$ cat src/rtl/cal_pkg.sv
`timescale 1ns/1ps
package cal_pkg;
  localparam int unsigned NUM_FIELDS = 6;
  localparam int unsigned NUM_STEPS  = 2 * NUM_FIELDS + 1;
  localparam int unsigned STEP_W     = $clog2(NUM_STEPS);

  localparam logic [3:0] ADDR_CTRL  = 4'hE;
  localparam logic [3:0] ADDR_INTV  = 4'h7;
  localparam logic [3:0] ADDR_WDAY  = 4'h6;
  localparam logic [3:0] CTRL_PROBE = 4'h4;
  localparam logic [3:0] CTRL_ADJ   = 4'h7;
  localparam logic [3:0] INTV_OFF   = 4'h0;
  localparam int unsigned BUSY_BIT  = 0;
  localparam int unsigned STOP_BIT  = 1;

  typedef struct packed {
    logic [7:0] year;
    logic [7:0] mon;
    logic [7:0] day;
    logic [7:0] hour;
    logic [7:0] min;
    logic [7:0] sec;
    logic [3:0] wday;
  } cal_time_t;

  localparam cal_time_t DEFAULT_TIME = '{year: 8'h00, mon: 8'h01, day: 8'h01,
                                         hour: 8'h00, min: 8'h00, sec: 8'h00,
                                         wday: 4'h0};

  typedef enum logic [3:0] {
    S_IDLE, S_CHK, S_CLR_INT, S_SET_ADJ, S_POLL,
    S_PRB_W, S_PRB_R, S_XFER, S_GAP
  } seq_state_e;
endpackage

$ cat src/rtl/cal_step_map.sv
`timescale 1ns/1ps
module cal_step_map
  import cal_pkg::*;
(
  input  logic [STEP_W-1:0] step_i,
  output logic [3:0]        addr_o,
  output logic [2:0]        field_o,
  output logic              tens_o
);
  logic [3:0] base;

  always_comb begin
    field_o = step_i[3:1];
    tens_o  = step_i[0];
    unique case (step_i[3:1])
      3'd0:    base = 4'h0;
      3'd1:    base = 4'h2;
      3'd2:    base = 4'h4;
      3'd3:    base = 4'h8;
      3'd4:    base = 4'hA;
      3'd5:    base = 4'hC;
      default: base = ADDR_WDAY;
    endcase
    if (step_i == STEP_W'(NUM_STEPS - 1)) begin
      field_o = 3'd6;
      tens_o  = 1'b0;
      addr_o  = ADDR_WDAY;
    end else begin
      addr_o  = base | {3'b000, step_i[0]};
    end
  end
endmodule

$ cat src/rtl/cal_gap_timer.sv
`timescale 1ns/1ps
module cal_gap_timer #(
  parameter int unsigned GAP_CYC = 140
) (
  input  logic clk_i,
  input  logic rst_ni,
  input  logic start_i,
  output logic zero_o
);
  localparam int unsigned CW = $clog2(GAP_CYC + 1);
  logic [CW-1:0] cnt_q;

  always_ff @(posedge clk_i or negedge rst_ni) begin
    if (!rst_ni)            cnt_q <= '0;
    else if (start_i)       cnt_q <= CW'(GAP_CYC - 1);
    else if (cnt_q != '0)   cnt_q <= cnt_q - 1'b1;
  end

  assign zero_o = (cnt_q == '0);
endmodule

$ cat src/rtl/cal_time_store.sv
`timescale 1ns/1ps
module cal_time_store
  import cal_pkg::*;
(
  input  logic       clk_i,
  input  logic       rst_ni,
  input  logic       load_i,
  input  cal_time_t  load_val_i,
  input  logic       cap_i,
  input  logic [2:0] field_i,
  input  logic       tens_i,
  input  logic [3:0] nib_i,
  output logic [3:0] wr_nib_o,
  output cal_time_t  rd_o
);
  logic [7:0] wr_b [NUM_FIELDS];
  logic [3:0] wr_wd_q;
  logic [7:0] rd_bytes [NUM_FIELDS];
  logic [3:0] rd_wd_q;
  logic [7:0] sel_b;

  always_ff @(posedge clk_i or negedge rst_ni) begin
    if (!rst_ni) begin
      for (int i = 0; i < NUM_FIELDS; i++) wr_b[i] <= '0;
      wr_wd_q <= '0;
    end else if (load_i) begin
      wr_b[0] <= load_val_i.sec;
      wr_b[1] <= load_val_i.min;
      wr_b[2] <= load_val_i.hour;
      wr_b[3] <= load_val_i.day;
      wr_b[4] <= load_val_i.mon;
      wr_b[5] <= load_val_i.year;
      wr_wd_q <= load_val_i.wday;
    end
  end

  always_comb begin
    sel_b = '0;
    for (int i = 0; i < NUM_FIELDS; i++)
      if (field_i == 3'(i)) sel_b = wr_b[i];
    if (field_i == 3'd6) wr_nib_o = wr_wd_q;
    else                 wr_nib_o = tens_i ? sel_b[7:4] : sel_b[3:0];
  end

  for (genvar g = 0; g < NUM_FIELDS; g++) begin : g_byte
    logic [7:0] byte_q;
    always_ff @(posedge clk_i or negedge rst_ni) begin
      if (!rst_ni) byte_q <= '0;
      else if (cap_i && field_i == 3'(g)) begin
        if (tens_i) byte_q[7:4] <= nib_i;
        else        byte_q[3:0] <= nib_i;
      end
    end
    assign rd_bytes[g] = byte_q;
  end

  always_ff @(posedge clk_i or negedge rst_ni) begin
    if (!rst_ni)                         rd_wd_q <= '0;
    else if (cap_i && field_i == 3'd6)   rd_wd_q <= nib_i;
  end

  assign rd_o = '{year: rd_bytes[5], mon: rd_bytes[4], day: rd_bytes[3],
                  hour: rd_bytes[2], min: rd_bytes[1], sec: rd_bytes[0],
                  wday: rd_wd_q};
endmodule

$ cat src/rtl/cal_access_seq.sv
`timescale 1ns/1ps
module cal_access_seq
  import cal_pkg::*;
#(
  parameter int unsigned GAP_CYC   = 140,
  parameter int unsigned MAX_RETRY = 101,
  parameter int unsigned POLL_MAX  = 100
) (
  input  logic       clk_i,
  input  logic       rst_ni,
  input  logic       start_read_i,
  input  logic       start_write_i,
  input  logic       start_check_i,
  input  logic       recov_clr_i,
  input  logic [7:0] wr_sec_i,
  input  logic [7:0] wr_min_i,
  input  logic [7:0] wr_hour_i,
  input  logic [7:0] wr_day_i,
  input  logic [7:0] wr_mon_i,
  input  logic [7:0] wr_year_i,
  input  logic [3:0] wr_wday_i,
  output logic       busy_o,
  output logic       done_o,
  output logic       err_o,
  output logic       recov_o,
  output logic [7:0] rd_sec_o,
  output logic [7:0] rd_min_o,
  output logic [7:0] rd_hour_o,
  output logic [7:0] rd_day_o,
  output logic [7:0] rd_mon_o,
  output logic [7:0] rd_year_o,
  output logic [3:0] rd_wday_o,
  output logic       ce_o,
  output logic       req_o,
  output logic       req_we_o,
  output logic [3:0] req_addr_o,
  output logic [3:0] req_wdata_o,
  input  logic       req_done_i,
  input  logic [3:0] req_rdata_i
);
  localparam int unsigned RW = $clog2(MAX_RETRY + 1);
  localparam int unsigned PW = $clog2(POLL_MAX + 1);
  localparam int unsigned LW = $clog2(GAP_CYC + 1);

  seq_state_e         state_q, state_d;
  logic [STEP_W-1:0]  step_q, step_d;
  logic [RW-1:0]      retry_q, retry_d;
  logic [PW-1:0]      poll_q, poll_d;
  logic               op_wr_q, op_wr_d;
  logic               fin_q, fin_d;
  logic               err_q, err_d;
  logic               done_q, done_d;
  logic               recov_q, recov_d;
  logic               load_wr, load_def, cap, gap_go, gap_zero;
  logic [3:0]         map_addr, wr_nib;
  logic [2:0]         map_field;
  logic               map_tens;
  logic               any_start;
  cal_time_t          in_time, rd_time;

  assign any_start = start_read_i | start_write_i | start_check_i;
  assign in_time   = '{year: wr_year_i, mon: wr_mon_i, day: wr_day_i, hour: wr_hour_i,
                       min: wr_min_i, sec: wr_sec_i, wday: wr_wday_i};

  cal_step_map i_map (
    .step_i (step_q),
    .addr_o (map_addr),
    .field_o(map_field),
    .tens_o (map_tens)
  );

  cal_gap_timer #(.GAP_CYC(GAP_CYC)) i_gap (
    .clk_i  (clk_i),
    .rst_ni (rst_ni),
    .start_i(gap_go),
    .zero_o (gap_zero)
  );

  cal_time_store i_store (
    .clk_i     (clk_i),
    .rst_ni    (rst_ni),
    .load_i    (load_wr | load_def),
    .load_val_i(load_def ? DEFAULT_TIME : in_time),
    .cap_i     (cap),
    .field_i   (map_field),
    .tens_i    (map_tens),
    .nib_i     (req_rdata_i),
    .wr_nib_o  (wr_nib),
    .rd_o      (rd_time)
  );

  always_comb begin
    state_d  = state_q;
    step_d   = step_q;
    retry_d  = retry_q;
    poll_d   = poll_q;
    op_wr_d  = op_wr_q;
    fin_d    = fin_q;
    err_d    = err_q;
    done_d   = 1'b0;
    recov_d  = recov_q & ~recov_clr_i;
    load_wr  = 1'b0;
    load_def = 1'b0;
    cap      = 1'b0;
    gap_go   = 1'b0;
    unique case (state_q)
      S_IDLE: if (any_start) begin
        err_d   = 1'b0;
        retry_d = '0;
        poll_d  = '0;
        step_d  = '0;
        op_wr_d = ~start_read_i & start_write_i;
        load_wr = ~start_read_i & start_write_i;
        state_d = (start_read_i | start_write_i) ? S_PRB_W : S_CHK;
      end
      S_CHK: if (req_done_i) begin
        if (req_rdata_i[STOP_BIT]) begin
          recov_d  = 1'b1;
          load_def = 1'b1;
          op_wr_d  = 1'b1;
          state_d  = S_CLR_INT;
        end else begin
          fin_d   = 1'b1;
          gap_go  = 1'b1;
          state_d = S_GAP;
        end
      end
      S_CLR_INT: if (req_done_i) state_d = S_SET_ADJ;
      S_SET_ADJ: if (req_done_i) state_d = S_POLL;
      S_POLL: if (req_done_i) begin
        if (!req_rdata_i[BUSY_BIT] || poll_q == PW'(POLL_MAX - 1)) begin
          retry_d = '0;
          state_d = S_PRB_W;
        end else begin
          poll_d = poll_q + 1'b1;
        end
      end
      S_PRB_W: if (req_done_i) state_d = S_PRB_R;
      S_PRB_R: if (req_done_i) begin
        if (!req_rdata_i[BUSY_BIT]) begin
          step_d  = '0;
          state_d = S_XFER;
        end else begin
          gap_go  = 1'b1;
          state_d = S_GAP;
          if (retry_q == RW'(MAX_RETRY)) begin
            err_d = 1'b1;
            fin_d = 1'b1;
          end else begin
            retry_d = retry_q + 1'b1;
            fin_d   = 1'b0;
          end
        end
      end
      S_XFER: if (req_done_i) begin
        cap = ~op_wr_q;
        if (step_q == STEP_W'(NUM_STEPS - 1)) begin
          fin_d   = 1'b1;
          gap_go  = 1'b1;
          state_d = S_GAP;
        end else begin
          step_d = step_q + 1'b1;
        end
      end
      S_GAP: if (gap_zero) begin
        if (fin_q) begin
          done_d  = 1'b1;
          state_d = S_IDLE;
        end else begin
          state_d = S_PRB_W;
        end
      end
      default: state_d = S_IDLE;
    endcase
  end

  always_ff @(posedge clk_i or negedge rst_ni) begin
    if (!rst_ni) begin
      state_q <= S_IDLE;
      step_q  <= '0;
      retry_q <= '0;
      poll_q  <= '0;
      op_wr_q <= 1'b0;
      fin_q   <= 1'b0;
      err_q   <= 1'b0;
      done_q  <= 1'b0;
      recov_q <= 1'b0;
    end else begin
      state_q <= state_d;
      step_q  <= step_d;
      retry_q <= retry_d;
      poll_q  <= poll_d;
      op_wr_q <= op_wr_d;
      fin_q   <= fin_d;
      err_q   <= err_d;
      done_q  <= done_d;
      recov_q <= recov_d;
    end
  end

  always_comb begin
    req_o       = 1'b1;
    req_we_o    = 1'b0;
    req_addr_o  = ADDR_CTRL;
    req_wdata_o = '0;
    unique case (state_q)
      S_CHK, S_POLL, S_PRB_R: ;
      S_CLR_INT: begin req_we_o = 1'b1; req_addr_o = ADDR_INTV; req_wdata_o = INTV_OFF;   end
      S_SET_ADJ: begin req_we_o = 1'b1; req_wdata_o = CTRL_ADJ;   end
      S_PRB_W:   begin req_we_o = 1'b1; req_wdata_o = CTRL_PROBE; end
      S_XFER: begin
        req_we_o    = op_wr_q;
        req_addr_o  = map_addr;
        req_wdata_o = op_wr_q ? wr_nib : 4'h0;
      end
      default: req_o = 1'b0;
    endcase
  end

  assign busy_o    = (state_q != S_IDLE);
  assign ce_o      = (state_q != S_IDLE) && (state_q != S_GAP);
  assign done_o    = done_q;
  assign err_o     = err_q;
  assign recov_o   = recov_q;
  assign rd_sec_o  = rd_time.sec;
  assign rd_min_o  = rd_time.min;
  assign rd_hour_o = rd_time.hour;
  assign rd_day_o  = rd_time.day;
  assign rd_mon_o  = rd_time.mon;
  assign rd_year_o = rd_time.year;
  assign rd_wday_o = rd_time.wday;

  // checker-side count of chip enable low cycles, saturating
  logic [LW-1:0] low_run_q;
  always_ff @(posedge clk_i or negedge rst_ni) begin
    if (!rst_ni)                            low_run_q <= LW'(GAP_CYC);
    else if (ce_o)                          low_run_q <= '0;
    else if (low_run_q < LW'(GAP_CYC))      low_run_q <= low_run_q + 1'b1;
  end


  ce_gap_chk: assert property (@(posedge clk_i) disable iff (!rst_ni)
    $rose(ce_o) |-> low_run_q >= LW'(GAP_CYC));


  ce_open_chk: assert property (@(posedge clk_i) disable iff (!rst_ni)
    $rose(ce_o) |-> req_o && req_addr_o == ADDR_CTRL);


  done_pulse_chk: assert property (@(posedge clk_i) disable iff (!rst_ni)
    done_o |=> !done_o);


  err_ce_chk: assert property (@(posedge clk_i) disable iff (!rst_ni)
    err_o |-> !ce_o);


  recov_hold_chk: assert property (@(posedge clk_i) disable iff (!rst_ni)
    recov_o && !recov_clr_i |=> recov_o);


  req_stable_chk: assert property (@(posedge clk_i) disable iff (!rst_ni)
    req_o && !req_done_i |=> req_o && $stable(req_addr_o) && $stable(req_we_o)
                             && $stable(req_wdata_o));
endmodule

$ cat config.mk
export PLATFORM = sky130hd
export DESIGN_NAME = cal_access_seq
export DESIGN_NICKNAME = d
export VERILOG_FILES = /design/src/rtl/cal_pkg.sv /design/src/rtl/cal_step_map.sv /design/src/rtl/cal_gap_timer.sv /design/src/rtl/cal_time_store.sv /design/src/rtl/cal_access_seq.sv
export SDC_FILE = /design/constraint.sdc
export NUM_CORES = 1
export LEC_CHECK = 0
export CELL_PAD_IN_SITES_DETAIL_PLACEMENT = 1
export CELL_PAD_IN_SITES_GLOBAL_PLACEMENT = 1
export CORE_MARGIN = 10
export CORE_UTILIZATION = 30
export DETAILED_ROUTE_END_ITERATION = 12
export GPL_TIMING_DRIVEN = 1
export PLACE_DENSITY_LB_ADDON = 0.1
export SYNTH_ARGS = -nofsm -noshare
export SYNTH_HDL_FRONTEND = slang
export SYNTH_SLANG_ARGS = --single-unit
$ cat constraint.sdc
create_clock -name clk_i -period 3.25 [get_ports clk_i]
set_input_delay 0.4875 -clock clk_i [delete_from_list [all_inputs] [get_ports clk_i]]
set_output_delay 0.4875 -clock clk_i [all_outputs]
set_load 0.1 [all_outputs]
Word-level counts from Yosys, hierarchy flattened:

Cells that the tools add are included.

* register bits after elaboration: 139
* bits of input ports: 63
* word-level logic and storage cells: 219

* add/sub/neg operators: 4
* equal/unequal tests: 42
* mux-type cells: 89
* bitwise logic cells: 10
* reduce and logical (&&, ||, !) cells: 44

Operator list (number)
* 4-bit 2-to-1 mux: 22
* 8-bit 2-to-1 mux: 8
* 7-bit 2-to-1 mux: 8
* 52-bit 2-to-1 mux: 1
* 2-bit inequality test (second input constant): 19
* 4-bit case mux with 9 select lines: 1
* 1-bit 2-to-1 mux: 35
* 4-bit case mux with 3 select lines: 2
* 4-bit case mux with 6 select lines: 1
* 2-bit AND reduction: 12
* 7-bit case mux with 3 select lines: 1
* 4-bit by 3-bit equality test with 1-bit output (second input constant): 4
* 3-bit equality test (second input constant): 5
* 7-bit by 1-bit adder with 7-bit output (second input constant): 2
* 7-bit equality test (second input constant): 2
* 7-bit case mux with 2 select lines: 1
* 7-bit AND reduction: 2
* 3-bit by 2-bit equality test with 1-bit output (second input constant): 4
* 11-bit AND reduction: 1
* 3-bit 2-to-1 mux: 3
* 3-bit nonzero test: 3
* 4-bit by 2-bit equality test with 1-bit output (second input constant): 2
* 4-bit equality test (second input constant): 2
* 1-bit logical AND: 8
* 25 further kinds: 40

Longest topological paths before layout:

Gate-level depths: netlist (run 1).

* depth in word-level cells: 13
* gate-level depth with buffers: 9
* depth with buffers taken out: 7

Hierarchy:

Synthesis (run 1) repeated with hierarchy kept, for this count alone.

* cells, all modules: 661
* area total of the unflattened synthesis: 7290.7 sq um

By module, submodules not included
* cal_time_store: times used 1, cells each 330, area each 4513.1 sq um, seq. area each 2602.5 sq um
* cal_access_seq: times used 1, cells each 274, area each 2242.2 sq um, seq. area each 675.6 sq um
* cal_gap_timer: times used 1, cells each 47, area each 469.2 sq um, seq. area each 200.2 sq um
* cal_step_map: times used 1, cells each 10, area each 66.3 sq um, seq. area each 0.0 sq um

Least setup slack after synthesis (run 1):

No wires, ideal clock.

* path type: reg-to-output
* from: register step_q[1]
* to: output port req_wdata_o[3]
* data arrival time: 3.754 ns
* required time: 2.762 ns
* slack: -0.992 ns
* stages on the path, launching flop included: 8
* path buffers: 1
* cell sequence: dfrtp_1 > buf_1 > inv_2 > ha_1 > and3_1 > nor2_1 > nor4_1 > nor3_1

* longest elaborated chain between the ends: 13
* elaborated cells on any way between the ends: 20

RTL lines
* start, declared: RTL line cal_access_seq.sv:46 `logic [STEP_W-1:0] step_q, step_d;`
* start signal, assigned: RTL line cal_access_seq.sv:190 `step_q <= step_d;`
* 4-bit equality test: RTL line cal_step_map.sv:24 `if (step_i == STEP_W'(NUM_STEPS - 1)) begin`
* 3-bit 2-to-1 mux: RTL line cal_step_map.sv:24
* 3-bit zero test: RTL line cal_time_store.sv:40 `if (field_i == 3'(i)) sel_b = wr_b[i];`
* 8-bit 2-to-1 mux (6 in series): RTL line cal_time_store.sv:40
* 4-bit 2-to-1 mux: RTL line cal_time_store.sv:42 `else wr_nib_o = tens_i ? sel_b[7:4] : sel_b[3:0];`
* 4-bit 2-to-1 mux (*): RTL line cal_time_store.sv:41 `if (field_i == 3'd6) wr_nib_o = wr_wd_q;`
* 4-bit 2-to-1 mux (*): RTL line cal_access_seq.sv:214 `req_wdata_o = op_wr_q ? wr_nib : 4'h0;`
* 4-bit case mux with 3 select lines (*): RTL line cal_access_seq.sv:206 `unique case (state_q)`
* end, declared: RTL line cal_access_seq.sv:37 `output logic [3:0] req_wdata_o,`

Every way passes the cells marked *; elsewhere a longest branch is shown, timed or not.

Worst setup path in the final report (run 1):

* from: register step_q[1]
* to: output port req_wdata_o[2]

The elaborated chain is that of the path after synthesis.

==> results, run 1 <==
- The final count of pins violating max slew is 0.
- The count of port buffers added during placement is 129.
- The flow ran to the end, and the final reports show no timing, DRC or antenna violations.
- Measured against its own limit, the worst slew margin works out to 32.4%.
- For the worst setup path, the data arrival time is 2.58 ns.
- After synthesis, the netlist uses 64 different library cells.
- In this run the worst hold path is classified as in2async.
- Once routing completed, OpenROAD measured the worst setup slack at 0.180 ns.
- The horizontal die dimension is 171 µm.
- Counting flops with an async set or reset pin after synthesis yields a share of 100%.
- The category of the most critical setup path is reg2out.
- Global routing used 15.6% of the available tracks.
- In the final routing, the length of wire on met1 measures 9.65 mm.
- Setup violations remaining at the end of the flow were counted as 0.
- The post-route netlist has 15.4% of its cells at a drive strength greater than 1.
- Summing over every cut layer, the via total after detailed routing is 5702.
- The number of cells on the worst reg-to-reg path is 8.
- The effective utilization at floorplan is 30.3%.
- Gates resized during post-CTS repair numbered 0.
- The first routing iteration left 351 violations.
- The post-synthesis to final-layout area growth is 33.7%.
- The HPWL after detailed placement is 16.7 mm.
- Counting every sink on the clock net gives 139.
- The post-synthesis sequential element count is 139.
- The first global-routing pass estimated 35.7 mm of wire.
- STA classifies the critical path startpoint as a register.
- The final critical delay including setup and external delays is 3.07 ns.
- The power density relative to cell area is 880 nW/µm².
- The number of nets with antenna violations after detailed routing is 0.
- The startpoint identified for the worst register-to-register timing path is step_q[0].
- Across the run, the number of max-cap violations was 0.
- The number of global-route vias before repair is 6334.
- The H-tree was split into 4 levels.
- The analysis attributes to cell leakage a power of 4.03 nW.
- In the detailed route, the total length drawn on met3 is 1.24 mm.
- Counting flops with a built-in enable in the synthesized netlist gives 0.
- The cell area that synthesis handed to floorplanning was 6820 µm².
- The floorplan step set the die height to 171 µm.
- The number of hold buffers added after CTS is 0.
- Summed over all layers, the global routing overflow is 0.
- The die covers 29200 µm².
- The post-layout total power is 8.03 mW.
- The number of CTS-inserted buffers is 17.
- The initial antenna violation count is 1.
- The total of warnings raised by yosys is 0.
- In the final routed layout, each cell accounts on average for 20.1 µm.
- The mean instance size in the synthesized netlist is 9.95 µm².
- The required time of the worst setup path is 2.76 ns.
- The end-of-flow core utilization is 40.5%.
- STA classifies the critical path endpoint as an output port.
- The highest attainable clock frequency is 326 MHz.
- The total inserted antenna cells is 0.
- The endpoint of the worst-slack reg-to-reg timing path is i_store.g_byte[4].byte_q[1].
- The post-layout net count is 887.
- The peak fanout along the critical path is 17.
- The top routing layer in use is met5.
- The first-pass iteration count of the detailed router is 4.
- In this run the post-CTS setup repair buffer count came out at 0.
- The portion of the clock cycle consumed by the worst path in the final layout is 94.5%.
- Setup repair after global routing left no endpoint under its margin.
- The share of synthesized area occupied by flip-flops and latches is 51.0%.
- Summing all non-filler instances in the final layout gives an area of 9120 µm².
- In this run the count of I/O pins placed on the die edge is 130.
- The cell row count is 55.
- Clock skew on the completed layout was measured at 0.00965 ns.
- The total met2 wirelength after detailed routing is 11.3 mm.
- The post-synth net total is 755.
- Setup slack on the worst reg-to-reg path comes out at 0.70 ns.
- The total DRC errors in the routed layout is 0.
- At the end of routability-driven placement, the weighted congestion stood at 0.825.
- IR analysis of the VDD net gives a maximum drop of 0.439 mV.
- The count of mapped cells out of synthesis is 686.
- Clock tree synthesis selected as its root buffer the cell clkbuf_16.
- The final number of hold-violating endpoints is 0.
- The routed design has 22.4 mm of wire.
- The clock insertion delay at the later pin of the skew report is 0.43 ns.
- The maximum clock insertion buffer count is 2.
- TritonCTS built the clock tree.
- The area of placed instances is 8520 µm².
- The routed via count divided by cell count is 5.11.
- After routing, the total negative slack on setup checks comes to 0 ns.
- Among all flip-flop cells after synthesis, the most frequent one is dfrtp_1.
- The maximum number of pins on one net before global-route repair is 76.
- The actual slew at the worst max-slew pin is 1.01 ns.
- The setup slack after placement is 0.517 ns.
- The floorplan step defined a core boundary enclosing 22500 µm².
- After clock tree synthesis, the clock-pin slew on the worst setup and hold paths is 0.06 ns.
==> cells in the mapped netlist (all sizes together), types with 2 or more instances <==
cell type | n | area share, %
dfrtp | 139 | 51
nand2 | 138 | 7.6
a21oi | 71 | 5.2
mux2 | 61 | 10
nor2 | 36 | 2.0
clkbuf | 29 | 1.6
o21ai | 27 | 2.0
nor3 | 21 | 2.0
nand3 | 17 | 1.3
inv | 14 | 0.77
buf | 12 | 0.83
xnor2 | 11 | 1.4
mux2i | 10 | 1.5
o211ai | 9 | 1.2
a211oi | 6 | 0.95
a221oi | 6 | 0.77
ha | 6 | 1.1
nand2b | 6 | 0.55
nand3b | 5 | 0.55
nor2b | 5 | 0.46
and2 | 4 | 0.37
and3 | 4 | 0.37
a2bb2oi | 3 | 0.39
a31oi | 3 | 0.28
nand4 | 3 | 0.28
nor4 | 3 | 0.28
o21a | 3 | 0.33
and3b | 2 | 0.26
nor3b | 2 | 0.37
nor4bb | 2 | 0.29
o2111ai | 2 | 0.35
o31ai | 2 | 0.22
o32ai | 2 | 0.26
or4 | 2 | 0.22
or4b | 2 | 0.35
==> flip-flops by register name, indices dropped and copies added, names as in the netlist <==
name / count
i_store.g_byte.byte_q: 48
i_store.wr_b: 48
i_gap.cnt_q: 8
poll_q: 7
retry_q: 7
i_store.rd_wd_q: 4
i_store.wr_wd_q: 4
state_q: 4
step_q: 4
done_o: 1
err_o: 1
fin_q: 1
op_wr_q: 1
recov_o: 1
==> power by group <==
| group | total (mW) | switching, mW | internal [mW] |
|---|---|---|---|
| Sequential | 2.63 | 0.398 | 2.23 |
| Clock | 1.98 | 0.876 | 1.10 |
| Combinational | 3.42 | 2.29 | 1.13 |
==> layer usage <==
layer / vias to the layer above / track usage (%)
met2: 108 / 26.3
met1: 2901 / 19.0
li1: 2670 / -
met3: 21 / 4.63
met5: - / 0
met4: 2 / 4.04
==> metrics by stage <==
step	hold slack [ns]	std cells
floorplan	0.192	686
global placement	0.474	1084
detailed placement	0.481	1084
CTS	0.120	1116
global route	0.128	1116
finish	0.0724	1116
==> placed cells by master (no fill, tap or decap), types with 3 or more instances in the layout <==
| cell | count |
|---|---|
| nand3_1 | 16 |
| ha_1 | 6 |
| nor3_1 | 14 |
| mux2i_1 | 10 |
| clkbuf_16 | 17 |
| nor2_1 | 35 |
| and3_1 | 4 |
| mux2_2 | 3 |
| inv_8 | 4 |
| o21ai_0 | 8 |
| nand4_1 | 3 |
| buf_4 | 56 |
| nor4_1 | 3 |
| a31oi_1 | 3 |
| clkdlybuf4s50_1 | 89 |
| nor3_2 | 7 |
| nor2b_1 | 5 |
| inv_6 | 6 |
| xnor2_1 | 11 |
| mux2_1 | 58 |
| a211oi_2 | 4 |
| buf_12 | 8 |
| a221oi_1 | 6 |
| o21ai_1 | 17 |
| nand2_1 | 138 |
| dfrtp_1 | 139 |
| inv_1 | 10 |
| a21oi_1 | 71 |
| a2bb2oi_1 | 3 |
| nand2b_1 | 6 |
| and2_1 | 4 |
| inv_2 | 4 |
| o211ai_1 | 8 |
| o21a_1 | 3 |
| nand3b_1 | 5 |
==> worst max-delay path: stages (launching register included) <==
cell,delay [ns]
dfrtp_1,0.45
buf_4,0.30
mux2_2,0.37
a221o_1,0.35
a21oi_1,0.30
o32ai_2,0.18
buf_12,0.20
==> worst max-delay path by stage <==
stage                           from  cells past startpoint                           to
after floorplan            step_q[1]                      7               req_wdata_o[3]
after global placement    req_done_i                      5  i_store.g_byte[2].byte_q[2]
after detailed placement  req_done_i                      5  i_store.g_byte[4].byte_q[1]
after CTS                 state_q[1]                      5               req_wdata_o[2]
after global routing       step_q[0]                      8               req_wdata_o[1]
final                      step_q[1]                      6               req_wdata_o[2]
==> cells by family (layout without fill, tap and decap cells) <==
family	count (synthesis)	after routing	share of synthesized area, %
flops	139	139	51.0
compound gates	144	144	13.3
buf+inv	55	200	3.19
xor+xnor	12	12	1.54
simple gates	258	258	18.0
fa+ha+maj	6	6	1.10
mux	72	72	11.9
==> area by class of cell <==
type,count,area [µm²]
sequential,139,3480
timing repair buffer,154,1480
fill,2522,13400
inverter,14,52.6
clock inverter,15,173
clock buffer,17,425
multi-input combinational,492,3150
tap,285,357
(Power assumes the default switching activity.)
==> inputs of run 2 (changes only) <==
--- a/config.mk
+++ b/config.mk
@@ -5,10 +5,12 @@
 export SDC_FILE = /design/constraint.sdc
 export NUM_CORES = 1
 export LEC_CHECK = 0
+export ABC_AREA = 1
 export CELL_PAD_IN_SITES_DETAIL_PLACEMENT = 1
 export CELL_PAD_IN_SITES_GLOBAL_PLACEMENT = 1
 export CORE_MARGIN = 10
 export CORE_UTILIZATION = 30
+export CTS_BUF_LIST = sky130_fd_sc_hd__clkbuf_2
 export DETAILED_ROUTE_END_ITERATION = 12
 export GPL_TIMING_DRIVEN = 1
 export PLACE_DENSITY_LB_ADDON = 0.1
==> results, run 2 <==
- The mean instance size in the synthesized netlist came to 8.75 µm² (-12%).
- The portion of the clock cycle consumed by the worst path in the final layout is 93.5% (-0.97 points).
- The cell count after placement was 1159 (+6.9%).
- The part of the power in registers is 54.0% (+21 points).
- The total half-perimeter wirelength after legalization and detailed placement is 16.2 mm (-3.0%).
- The XOR/XNOR share of the synthesized area is 1.58% (+0.043 points).
- The effective utilization at floorplan is 30.4% (+0.095 points).
- The register clock-pin slew on the reported worst setup and hold paths was 0.22 ns (+0.16 ns).
- The power density relative to cell area was 381 nW/µm² (-57%).
- The dominant combinational cell family by area after synthesis is simple AND/OR/NAND/NOR gates.
- The area of the mapped netlist was 6640 µm² (-2.7%).
- The global-route wire length before repair was 35.0 mm (-2.0%).
- The last weighted congestion value of the routability-driven placer is 0.823 (-0.28%).
- STA classifies the critical path startpoint as a register.
- Summed over all instances, the cell type with the most area after synthesis is dfrtp_1.
- In the final layout, the registers with the most flip-flops are i_store.g_byte.byte_q x48, i_store.wr_b x48, i_gap.cnt_q x8.
- The library cell with the highest instance count after synthesis is nand2_1.
- The fraction of registers with async set or reset after synthesis is 100% (unchanged).
- The run finished with clean final reports.
- The actual slew at the worst max-slew pin is 0.991 ns (-0.0202 ns).
- The overall routed net length was 21.6 mm (-3.7%).
- The most frequently used flop master after synthesis is dfrtp_1.
- The cell row count is 54 (-1.8%).
- The mean routed wirelength per cell is 18.0 µm (-11%).
- STA classifies the critical path endpoint as an output port.
- The final count of pins violating max slew is 0 (unchanged).
- The clock network fraction of total power is 40.1% (+16 points).
- The count of boundary I/O pins is 130 (unchanged).
- The highest attainable clock frequency came to 329 MHz (+1.0%).
- The most prevalent standard cell on the critical path is nand2_1.
- The post-synthesis sequential element count is 139 (unchanged).
- The number of sinks handled by clock tree synthesis is 139 (unchanged).
- The residual overflow from global routing was 0 (unchanged).
- The reg2reg setup slack is 1.02 ns (+0.32 ns).
- The number of nets with antenna violations after detailed routing is 0 (unchanged).
- The internal power component is 2.47 mW (-45%).
- Leaving out fill and tap cells, the most frequent cells in the layout are nand2_1, dfrtp_1, clkdlybuf4s50_1, inv_1, o21ai_0.
- The initial antenna violation count is 1 (unchanged).
- The horizontal die dimension is 169 µm (-1.2%).
- The post-synthesis to final-layout area growth is 31.6%.
- The first-pass iteration count of the detailed router is 4 (unchanged).
- The post-layout total power came to 3.33 mW (-59%).
- The share of synthesized area occupied by flip-flops and latches is 52.4% (+1.4 points).
- The filler-free cell count of the finished design is 1203 (+7.8%).
- The maximum number of pins on one net before global-route repair is 65 (-14%).
- The final number of hold-violating endpoints is 0 (unchanged).
- The net switching power is 0.858 mW (-76%).
- The end-of-flow core utilization is 40.0% (-0.51 points).
- The power share of the combinational group is 5.9% (-37 points).
- The fraction of the mapped netlist area in compound gates is 13.4% (+0.070 points).
- The clock insertion delay at the later pin of the skew report is 0.75 ns (+0.32 ns).
- By area the synthesized netlist is led by dfrtp_1, nand2_1, o21ai_0.
- The peak fanout along the critical path is 9 (-8).
- The vias after detailed routing is 5859 (+2.8%).
- The simple logic cell fraction of the synthesized area came to 25.0% (+7.0 points).
- The post-synth net total came to 828 (+9.7%).
- The post-layout net count is 978 (+10%).
- The adder and majority cell fraction of the synthesized area came to 1.13% (+0.031 points).
- The number of library cell types mapped by synthesis came to 35 (-45%).
- The count of mapped cells out of synthesis is 759 (+11%).
- The TritonCTS clock tree is built.
- The kind of cell with the highest combined delay along the critical path is simple AND/OR/NAND/NOR gates.
- The number of enable flip-flop cells after synthesis came to 0 (unchanged).
- The count of port buffers added during placement was 129 (unchanged).
- The maximum clock insertion buffer count came to 2 (unchanged).
- The total DRC errors in the routed layout came to 0 (unchanged).
- The H-tree depth was 4 (unchanged).
- The library cell used most frequently in the layout, excluding fill and tap cells, is nand2_1.
- The number of CTS-inserted buffers is 17 (unchanged).
- The area of the die came to 28500 µm² (-2.4%).
- The number of buffer and inverter instances along the worst setup path came to 3 (+1).
- The slowest stage of the critical path belongs to the cell dfrtp_2.
- The routed via count divided by cell count is 4.87 (-4.7%).
- The fraction of layout cells with a size suffix above 1 is 14.8% (-0.65 points).
- The leakage power total came to 4.03 nW (-0.19%).
- The worst IR drop on VDD is 0.167 mV (-62%).
- The worst hold path class is in2async.
- The switching part of the total is 25.8% (-19 points).
- The final number of setup-violating endpoints is 0 (unchanged).
- The initial detailed-routing violation count is 370 (+5.4%).
- The relative slew slack was 33.7% (+1.4 points).
- The critical path in this run is classified as reg2out.
- The worst clock skew on the final layout was 0.0375 ns (+0.0278 ns).
- The max capacitance violation total is 0 (unchanged).
- Clock tree synthesis selected as its root buffer the cell clkbuf_2.
- Walking the worst path, the cells encountered are clkinvlp_4, nand3_2, inv_4, nand2_1, nand2_1, nand4_1, nand2_1, nand2_1, nand2_1, nand2_1, buf_12.
- The delay contributed by the slowest stage of the critical path is 0.49 ns (+0.04 ns).
- The total of warnings raised by yosys is 0 (unchanged).
- The area of the core is 21800 µm² (-3.0%).
- The multiplexer share of the synthesized area is 0% (-12 points).
- The commonest cells after synthesis are nand2_1, dfrtp_1, inv_1.
- The number of global-route vias before repair is 6284 (-0.79%).
- The height of the die is 169 µm (-1.2%).
- The area share of the largest cell type after synthesis is 52.4% (+1.4 points).
- The final critical delay including setup and external delays is 3.04 ns (-0.0314 ns).
- The required time of the worst setup path is 2.76 ns (about the same).
- The worst endpoint data arrival time was 2.55 ns (-0.03 ns).
- The global-route total usage across every layer was 15.3% (-0.31 points).
## run 2: changes by cell type in the layout (fill, tap and decap cells not counted), sizes merged, moves of 10 or more
cell   change
a21oi     -58
a22o      +30
inv       +56
mux2      -61
mux2i     -10
nand2     +66
nand3     +38
nand4     +18
nor2      +19
o21ai     +72
## run 2: power groups by stage
stage                     registers (mW)  logic (mW)  clock network [mW]
after floorplan                     1.82      0.0541                   0
after global placement              1.83       0.197                   0
after detailed placement            1.83       0.201                   0
after CTS                           1.80       0.203                1.38
after global routing                1.80       0.220                1.46
final                               1.80       0.197                1.34
## run 2: final timing paths
check                                              endpoint                         from  cells past startpoint
worst max-delay path                         req_wdata_o[2]                    step_q[3]                     11
min in group clk_i                                  recov_o                  recov_clr_i                      2
worst max register to register                   state_q[0]               i_gap.cnt_q[0]                     12
max in group asynchronous                        retry_q[4]                       rst_ni                      3
worst min-delay path            i_store.g_byte[0].byte_q[7]                       rst_ni                      2
worst min register to register  i_store.g_byte[0].byte_q[2]  i_store.g_byte[0].byte_q[2]                      2
## run 2: per-layer routing
layer  part of all wire, %  up-vias  track usage (%)  wire (µm)
met5                     0        -                0          0
met4                   1.5        0             5.00        318
met3                   6.1       18             4.28       1320
met2                    46      129             23.5       9910
met1                    47     2895             20.4      10100
li1                      -     2817                -          -
## run 2: repair_timing
| item | CTS | global route |
|---|---|---|
| endpoints found under the setup margin | 4 | 4 |
| resized for setup | 10 | 16 |
| buffers inserted | 1 | 9 |
| pin swaps | 0 | 4 |
| hold buffers | 1 | 0 |
| endpoints found under the hold margin | 46 | 0 |
## run 2: through the flow
step | instance area [µm²] | hold slack (ns) | setup TNS (ns) | worst slack [ns]
3_3_place_gp | 8260 | 0.460 | 0 | 0.648
3_5_place_dp | 8260 | 0.464 | 0 | 0.583
6_report | 8740 | 0.210 | 0 | 0.212
5_1_grt | 8740 | 0.155 | -0.0228 | -0.0129
4_1_cts | 8620 | 0.165 | 0 | 0.00154
2_1_floorplan | 6640 | 0.192 | 0 | 0.339
## run 2: worst reg2reg max path, stage by stage (launching register included)
cell and delay [ns]:
dfrtp_1 0.41, inv_1 0.12, ha_1 0.21, nand2_1 0.06, nor2_1 0.22, inv_1 0.09, nor2_1 0.42, nor2_1 0.09
nor2_1 0.15, nand2_1 0.11, nor2_1 0.17, nand2_1 0.07, nand2_1 0.06
## run 2: cells by family after synthesis
family	count (synthesis)
and+or+nand+nor	351
AOI/OAI and AO/OA	151
DFF	139
buffers and inverters	100
xor gates and xnor gates	12
adders and majority gates	6
## run 2: cell type report
class	count	area (µm²)
repair buffers	154	1510
multi-input cells	520	2770
diodes	1	2.50
inverters	77	299
well taps	280	350
fillers	2567	13100
flip-flops and latches	139	3490
clock buffers	17	85.1
clock inverters	15	236
